[config.mk]
export PLATFORM = sky130hd
export DESIGN_NAME = pwr_mode_seq
export DESIGN_NICKNAME = d
export VERILOG_FILES = /design/src/rtl/pwr_seq_pkg.sv /design/src/rtl/pwr_wk_sync.sv /design/src/rtl/pwr_dncnt.sv /design/src/rtl/pwr_mode_seq.sv
export SDC_FILE = /design/constraint.sdc
export NUM_CORES = 1
export LEC_CHECK = 0
export ABC_AREA = 0
export CORE_MARGIN = 3
export CORE_UTILIZATION = 40
export CTS_BUF_LIST = sky130_fd_sc_hd__clkbuf_4
export DETAILED_ROUTE_END_ITERATION = 10
export GPL_TIMING_DRIVEN = 1
export PLACE_DENSITY = 0.73
export SLEW_MARGIN = 20
export SYNTH_ARGS = -nofsm -noshare
export SYNTH_HDL_FRONTEND = slang
export SYNTH_SLANG_ARGS = --single-unit
[constraint.sdc]
create_clock -name clk -period 1.9 [get_ports clk]
set_input_delay 0.19 -clock clk [delete_from_list [all_inputs] [get_ports clk]]
set_output_delay 0.19 -clock clk [all_outputs]
set_load 0.05 [all_outputs]
[src/rtl/pwr_seq_pkg.sv]
package pwr_seq_pkg;

    typedef enum logic [2:0] {
        PS_RUN,
        PS_SLEEP,
        PS_STOP,
        PS_SETTLE,
        PS_STBY,
        PS_RSTP
    } pstate_t;

    typedef enum logic [1:0] {
        MODE_RUN   = 2'd0,
        MODE_SLEEP = 2'd1,
        MODE_STOP  = 2'd2,
        MODE_STBY  = 2'd3
    } mode_t;

    typedef struct packed {
        logic cpu_clk;
        logic core_clk;
        logic osc;
        logic reg_on;
        logic reg_lp;
        logic core_pwr;
        logic sys_rst;
    } pctl_t;

    function automatic mode_t mode_of(pstate_t s);
        case (s)
            PS_SLEEP:            return MODE_SLEEP;
            PS_STOP, PS_SETTLE:  return MODE_STOP;
            PS_STBY, PS_RSTP:    return MODE_STBY;
            default:             return MODE_RUN;
        endcase
    endfunction

    function automatic pctl_t ctl_of(pstate_t s, logic lp);
        pctl_t c;
        c = '{cpu_clk: 1'b1, core_clk: 1'b1, osc: 1'b1, reg_on: 1'b1,
              reg_lp: 1'b0, core_pwr: 1'b1, sys_rst: 1'b0};
        case (s)
            PS_SLEEP:  c.cpu_clk = 1'b0;
            PS_STOP: begin
                c.cpu_clk  = 1'b0;
                c.core_clk = 1'b0;
                c.osc      = 1'b0;
                c.reg_lp   = lp;
            end
            PS_SETTLE: begin
                c.cpu_clk  = 1'b0;
                c.core_clk = 1'b0;
            end
            PS_STBY: begin
                c = '0;
            end
            PS_RSTP: begin
                c.cpu_clk  = 1'b0;
                c.core_clk = 1'b0;
                c.sys_rst  = 1'b1;
            end
            default: ;
        endcase
        return c;
    endfunction

endpackage

[src/rtl/pwr_wk_sync.sv]
module pwr_wk_sync #(
    parameter int STAGES = 2
) (
    input  logic clk,
    input  logic rst,
    input  logic pin_async,
    output logic rise
);
    localparam int TOT = STAGES + 1;
    logic [TOT-1:0] sh_q;

    always_ff @(posedge clk) begin
        if (rst) sh_q <= '0;
        else     sh_q <= {sh_q[TOT-2:0], pin_async};
    end

    assign rise = sh_q[STAGES-1] & ~sh_q[STAGES];
endmodule

[src/rtl/pwr_dncnt.sv]
module pwr_dncnt #(
    parameter int W = 4
) (
    input  logic         clk,
    input  logic         rst,
    input  logic         load,
    input  logic [W-1:0] load_val,
    input  logic         dec,
    output logic         zero
);
    logic [W-1:0] cnt_q;

    always_ff @(posedge clk) begin
        if (rst)                       cnt_q <= '0;
        else if (load)                 cnt_q <= load_val;
        else if (dec && cnt_q != '0)   cnt_q <= cnt_q - 1'b1;
    end

    assign zero = (cnt_q == '0);
endmodule

[src/rtl/pwr_mode_seq.sv]
module pwr_mode_seq
    import pwr_seq_pkg::*;
#(
    parameter int SETTLE_W = 8,
    parameter int RST_LEN  = 4
) (
    input  logic                clk,
    input  logic                rst,
    input  logic                wfi_req,
    input  logic                wfe_req,
    input  logic                deep_bit,
    input  logic                pdown_bit,
    input  logic                lpreg_bit,
    input  logic                irq_pend,
    input  logic                evt_pend,
    input  logic                extline_pend,
    input  logic                wkpin,
    input  logic                alarm,
    input  logic                ext_rst,
    input  logic                wdog_rst,
    input  logic                flag_clr,
    input  logic [SETTLE_W-1:0] settle_cycles,
    output logic [1:0]          mode_o,
    output logic                cpu_clk_en,
    output logic                core_clk_en,
    output logic                osc_en,
    output logic                reg_on,
    output logic                reg_lp,
    output logic                core_pwr_on,
    output logic                sys_rst_out,
    output logic                standby_flag
);
    localparam int RW = (RST_LEN > 1) ? $clog2(RST_LEN) : 1;
    localparam logic [RW-1:0] RST_LOAD = RW'(RST_LEN - 1);

    pstate_t st_q, st_d;
    logic    evt_mode_q, lp_q, flag_q;
    logic    wk_rise, settle_zero, pulse_zero;
    logic    req, sleep_hit, stby_hit;
    logic    settle_ld, pulse_ld;
    pctl_t   ctl;

    pwr_wk_sync #(.STAGES(2)) u_wk (
        .clk(clk), .rst(rst), .pin_async(wkpin), .rise(wk_rise)
    );

    pwr_dncnt #(.W(SETTLE_W)) u_settle (
        .clk(clk), .rst(rst), .load(settle_ld), .load_val(settle_cycles),
        .dec(st_q == PS_SETTLE), .zero(settle_zero)
    );

    pwr_dncnt #(.W(RW)) u_pulse (
        .clk(clk), .rst(rst), .load(pulse_ld), .load_val(RST_LOAD),
        .dec(st_q == PS_RSTP), .zero(pulse_zero)
    );

    assign req       = wfi_req | wfe_req;
    assign sleep_hit = wfi_req ? irq_pend : evt_pend;
    assign stby_hit  = wk_rise | alarm | ext_rst | wdog_rst;

    always_comb begin
        st_d = st_q;
        case (st_q)
            PS_RUN: begin
                if (req) begin
                    if (!deep_bit) begin
                        if (!sleep_hit) st_d = PS_SLEEP;
                    end else if (!pdown_bit) begin
                        if (!extline_pend) st_d = PS_STOP;
                    end else if (!stby_hit) begin
                        st_d = PS_STBY;
                    end
                end
            end
            PS_SLEEP:  if (evt_mode_q ? evt_pend : irq_pend) st_d = PS_RUN;
            PS_STOP:   if (extline_pend) st_d = PS_SETTLE;
            PS_SETTLE: if (settle_zero) st_d = PS_RUN;
            PS_STBY:   if (stby_hit) st_d = PS_RSTP;
            PS_RSTP:   if (pulse_zero) st_d = PS_RUN;
            default:   st_d = PS_RUN;
        endcase
    end

    assign settle_ld = (st_q == PS_STOP) && (st_d == PS_SETTLE);
    assign pulse_ld  = (st_q == PS_STBY) && (st_d == PS_RSTP);

    always_ff @(posedge clk) begin
        if (rst) begin
            st_q       <= PS_RUN;
            evt_mode_q <= 1'b0;
            lp_q       <= 1'b0;
            flag_q     <= 1'b0;
        end else begin
            st_q <= st_d;
            if (st_q == PS_RUN && st_d == PS_SLEEP) evt_mode_q <= ~wfi_req;
            if (st_q == PS_RUN && st_d == PS_STOP)  lp_q <= lpreg_bit;
            if (pulse_ld)      flag_q <= 1'b1;
            else if (flag_clr) flag_q <= 1'b0;
        end
    end

    assign ctl          = ctl_of(st_q, lp_q);
    assign mode_o       = mode_of(st_q);
    assign cpu_clk_en   = ctl.cpu_clk;
    assign core_clk_en  = ctl.core_clk;
    assign osc_en       = ctl.osc;
    assign reg_on       = ctl.reg_on;
    assign reg_lp       = ctl.reg_lp;
    assign core_pwr_on  = ctl.core_pwr;
    assign sys_rst_out  = ctl.sys_rst;
    assign standby_flag = flag_q;
endmodule

After elaboration in Yosys (flattened, before gate mapping)
Cells that the tools add are included.
{"block": "totals", "reg_bits": 19, "out_inout_bits": 10}
{"block": "classes", "addsub": 2, "eq_ne": 9, "n_mux": 27, "bitwise_logic": 7, "reduce_logical": 19}
{"op": "3-bit two-way mux", "n": 11}
{"op": "3-bit case mux with 6 select lines", "n": 1}
{"op": "8-bit two-way mux", "n": 2}
{"op": "3-bit by 2-bit == test with 1-bit output (second input constant)", "n": 4}
{"op": "1-bit two-way mux", "n": 10}
{"op": "3-bit == test (second input constant)", "n": 3}
{"op": "8-bit logical NOT", "n": 1}
{"op": "2-bit nonzero test", "n": 4}
{"op": "8-bit nonzero test", "n": 1}
{"op": "8-bit by 1-bit subtractor with 8-bit output (second input constant)", "n": 1}
{"op": "3-bit by 1-bit == test with 1-bit output (second input constant)", "n": 2}
{"op": "1-bit logical AND", "n": 6}
{"op": "2-bit case mux with 3 select lines", "n": 1}
{"op": "2-bit OR reduction", "n": 3}
{"op": "5-bit OR reduction", "n": 1}
{"op": "2-bit two-way mux", "n": 2}
{"op": "1-bit bitwise OR", "n": 4}
{"op": "4-bit OR reduction", "n": 1}
{"op": "3-bit logical NOT", "n": 1}
{"op": "2-bit logical NOT", "n": 1}
{"op": "1-bit inverter", "n": 2}
{"op": "2-bit by 1-bit subtractor with 2-bit output (second input constant)", "n": 1}
{"op": "1-bit bitwise AND", "n": 1}

Depth between registers and ports, before layout
{"block": "depth", "word_depth": 13, "depth_mapped": 6}

By module
Synthesis repeated with hierarchy kept, for this count alone.
{"block": "unflattened", "cells_unflattened": 135, "hier_area_um2": 1146.1}
{"mod": "pwr_dncnt at u_settle", "instances": 1, "cells_per_inst": 59, "area_each_um2": 515.5}
{"mod": "pwr_mode_seq", "instances": 1, "cells_per_inst": 55, "area_each_um2": 416.6}
{"mod": "pwr_dncnt at u_pulse", "instances": 1, "cells_per_inst": 14, "area_each_um2": 126.4}
{"mod": "pwr_wk_sync", "instances": 1, "cells_per_inst": 7, "area_each_um2": 87.6}

Least setup slack after synthesis
No wires, ideal clock.
{"block": "synth_path", "kind": "reg2out", "from": "register st_q[2]", "to": "output port osc_en", "arrival_time_ns": 2.008, "required_ns": 1.710, "slack_ns": -0.298, "stages_incl_launch_ff": 4, "path_buffers": 1, "cell_sequence": "dfxtp_1 > clkbuf_1 > xor2_1 > nand2b_1"}
{"block": "synth_via", "elab_chain_len": 3}
{"item": "start: declaration", "line": "pwr_mode_seq.sv:36", "rtl": "pstate_t st_q, st_d;"}
{"item": "start signal: assignment", "line": "pwr_mode_seq.sv:94", "rtl": "st_q <= st_d;"}
{"item": "3-bit by 2-bit == test with 1-bit output or 3-bit == test (tied branches)", "line": "pwr_seq_pkg.sv:42", "rtl": "case (s)"}
{"item": "2-bit OR reduction (no line) *"}
{"item": "1-bit two-way mux *", "line": "pwr_seq_pkg.sv:42"}
{"item": "end: declaration", "line": "pwr_mode_seq.sv:26", "rtl": "output logic osc_en,"}
Mark *: on every way between the ends. The rest lies on a longest branch, timed or not.

Worst setup path after layout
{"block": "layout_path", "from": "register u_settle.cnt_q[3]", "to": "register u_settle.cnt_q[3]"}
{"block": "layout_via", "elab_chain_len": 6}
{"item": "start: declaration", "line": "pwr_dncnt.sv:11", "rtl": "logic [W-1:0] cnt_q;"}
{"item": "start signal: assignment", "line": "pwr_dncnt.sv:15", "rtl": "else if (load) cnt_q <= load_val;"}
{"item": "start signal: assignment", "line": "pwr_dncnt.sv:16", "rtl": "else if (dec && cnt_q != '0) cnt_q <= cnt_q - 1'b1;"}
{"item": "8-bit logical NOT", "line": "pwr_dncnt.sv:19", "rtl": "assign zero = (cnt_q == '0);"}
{"item": "3-bit two-way mux", "line": "pwr_mode_seq.sv:77", "rtl": "PS_SETTLE: if (settle_zero) st_d = PS_RUN;"}
{"item": "3-bit case mux with 6 select lines", "line": "pwr_mode_seq.sv:63", "rtl": "case (st_q)"}
{"item": "3-bit by 2-bit == test with 1-bit output", "line": "pwr_mode_seq.sv:84", "rtl": "assign settle_ld = (st_q == PS_STOP) && (st_d == PS_SETTLE);"}
{"item": "1-bit logical AND", "line": "pwr_mode_seq.sv:84"}
{"item": "8-bit two-way mux or 2-bit nonzero test (tied branches)"}
Parallel ways exist; a longest one is shown, timed or not. The select of a mux whose other input is x is not followed.
A chain may end at the register's enable or synchronous reset.

==> out/qor.txt <==
maximum fanout along the worst path: 5
max-slew violations: 0
max_cap viols: 0
origin of the critical flop-to-flop path: u_settle.cnt_q[3]$_SDFFE_PP0P_
final hold vios: 0
Antenna Nets Post-Route: 0
Die Height: 57.5 um
Final GP Congestion: 0.805
Slew HR: 67.1%
leakage power total: 0.000599 uW
asr flop ratio synth: 0%
GR Overflow Total: 0
P_sw: 246 uW
Syn Std Cell Area: 0.00106 mm^2
later-pin clock latency in the skew report: 0.31 ns
critical path cell sequence: or4_4, o41ai_4, buf_4, o21ai_0, a311oi_1
Final period util: 95.3%
# IOs: 33
Clock Tree Buf Depth: 2
Post-Route WL: 2.45 mm
DP Wirelength: 1.90 mm
Main synth FF type: dfxtp_1
post-route minimum period: 1.81 ns
HP Class: in2reg
total number of vias: 1,033
clk root buf: clkbuf_4
YS warnings: 0
clk sinks: 19
layout cell share with drive strength beyond 1: 25.0%
critical path required time: 2.11 ns
reg-to-reg setup timing slack: 0.09 ns
Die W: 57.5 um
# setup viols final: 0
Starting DRT DRC Count: 20
Die ar.: 0.00331 mm^2
Post-synth top cells: dfxtp_1 (19), inv_1 (9), nand2_1 (9), nor2_1 (9)
starting density of the core: 42.5%
Clock transition at path regs: 0.11 ns
detailed-route wire length per cell: 12.6 um
kind of critical path: reg2reg
Critical Path Sink Type: flop
Post-CTS Setup Inserts: 0
CORE AREA: 0.00250 mm^2
mean post-synth cell area: 8.64 um^2
total track usage: 15.3%
Power Dens Cells: 554 mW/mm^2
status: finished, final reports clean
CP peak stage delay: 0.56 ns
Reg power frac: 50.1%
area grow syn2layout: 43.9%
Worst-Margin Slew: 0.492 ns
WHS: 0.433 ns
CTS hold repair buffers: 0
Final WS setup: 0.0893 ns
CP max-delay cell: or4_4
Syn Inst Count: 123
initial antenna violation count: 0
nets: 190
CTS Buf Count: 3
worst setup path start: u_settle.cnt_q[3]$_SDFFE_PP0P_
Pint: 601 uW
Crit path arrival time: 2.02 ns
ANT cells: 0
number of global-route vias before repair: 911
largest net degree at the start of global routing: 12
Clk network pwr share: 24.8%
Peak Freq: 0.552 GHz
Netlist cell types: 44
final core utilization: 61.2%
Yosys top cell by area: dfxtp_1
DP Worst Slack: 0.0519 ns
Setup Skew: 0.00492 ns
HP Start: wkpin
combinational power share: 25.2%
fill count: 222
Site Rows: 18
largest cells by area after synthesis: dfxtp_1 (36%), inv_1 (3.2%), nand2_1 (3.2%), nor2_1 (3.2%), nor2b_1 (2.9%)
DRC violations left: 0
Post-synth EDFFs: 0
CTS tree: built
FF+latch count, synth: 19
Net Sw Frac: 29.0%
Net Count, Synth: 148
H-tree depth: 1
TritonRoute pass-1 iters: 4
most frequent cell after synthesis: dfxtp_1
Yosys top cell area share: 35.8%
Vias/cell: 5.32
first-pass GRT wire length: 3.97 mm
PostCTS Resize Cnt: 0
Startpoint Class: flop
Peak VDD IR: 0.492 mV
Seq/Total Area, Yosys: 35.8%
PortBufs: 32
Tot Pwr: 847 uW
-- routing by layer --
| layer | share of wire [%] | global-route usage [%] | vias to the layer above | wire length [um] |
|---|---|---|---|---|
| met5 | 0 | 0 | - | 0 |
| met3 | 5.3 | 3.39 | 7 | 130 |
| met4 | 2.4 | 8.61 | 0 | 60 |
| met2 | 47 | 22.7 | 26 | 1150 |
| li1 | - | - | 530 | - |
| met1 | 45 | 20.5 | 470 | 1110 |
-- power by group through the flow --
stage          Combinational, uW  Clock, uW  Sequential, uW
6_report                     213        210             424
5_1_grt                      228        233             426
4_1_cts                      211        223             423
3_5_place_dp                 210          0             432
3_3_place_gp                 207          0             432
2_1_floorplan                114          0             429
-- per-stage QoR --
| stage | std cells | setup TNS [ns] | cell area [um^2] |
|---|---|---|---|
| after CTS | 194 | 0 | 1520 |
| after detailed placement | 190 | 0 | 1500 |
| after global routing | 194 | -0.0174 | 1530 |
| after floorplan | 123 | 0 | 1070 |
| after global placement | 190 | 0 | 1500 |
| final | 194 | 0 | 1530 |
-- logic make-up after synthesis --
kind of cell | after synthesis | share of synthesized area, %
buffers and inverters | 17 | 6.60
multiplexers | 5 | 4.95
adder cells (fa/ha/maj) | 2 | 2.36
AND/OR/NAND/NOR | 48 | 27.0
AO/OA/AOI/OAI | 28 | 20.0
flip-flops | 19 | 35.8
XOR/XNOR | 4 | 3.30
-- sequential cells by signal (all words and copies together), names as in the netlist --
register and flops:
standby_flag 1, u_wk.sh_q 3, st_q 3, lp_q 1, u_settle.cnt_q 8, evt_mode_q 1
u_pulse.cnt_q 2
-- layout make-up --
class                   count  area [um^2]  share of cell area [%]
multi-input cells          87          628                    41.1
clock buffers               3         22.5                    1.47
clock inverters             1         5.00                   0.327
well taps                  30         37.5                    2.45
repair buffers             45          420                    27.5
inverters                   9         33.8                    2.21
flip-flops and latches     19          382                    25.0
-- final timing paths --
| kind | end | depth (start not counted) |
|---|---|---|
| worst min register to register | u_wk.sh_q[1]$_SDFF_PP0_ | 1 |
| worst max-delay path | u_settle.cnt_q[3]$_SDFFE_PP0P_ | 5 |
| worst min-delay path | u_wk.sh_q[0]$_SDFF_PP0_ | 2 |
| worst max register to register | u_settle.cnt_q[3]$_SDFFE_PP0P_ | 5 |
-- layout by cell type, fill, tap and decap left out, types with 4 or more instances in the layout --
cell	instances
a21oi_1	5
dfxtp_1	18
nor2b_1	5
a211oi_1	4
nor2_1	9
nand2b_1	4
nand2_1	9
o21ai_0	5
buf_4	20
clkdlybuf4s50_1	23
inv_1	9
-- worst max-delay path: cells and delay by family, from the launching register on --
kind / cells / cell delay (ns)
AO/OA/AOI/OAI: 3 / 0.62
buffers and inverters: 1 / 0.19
flip-flops: 1 / 0.35
AND/OR/NAND/NOR: 1 / 0.56
(Power assumes the default switching activity.)
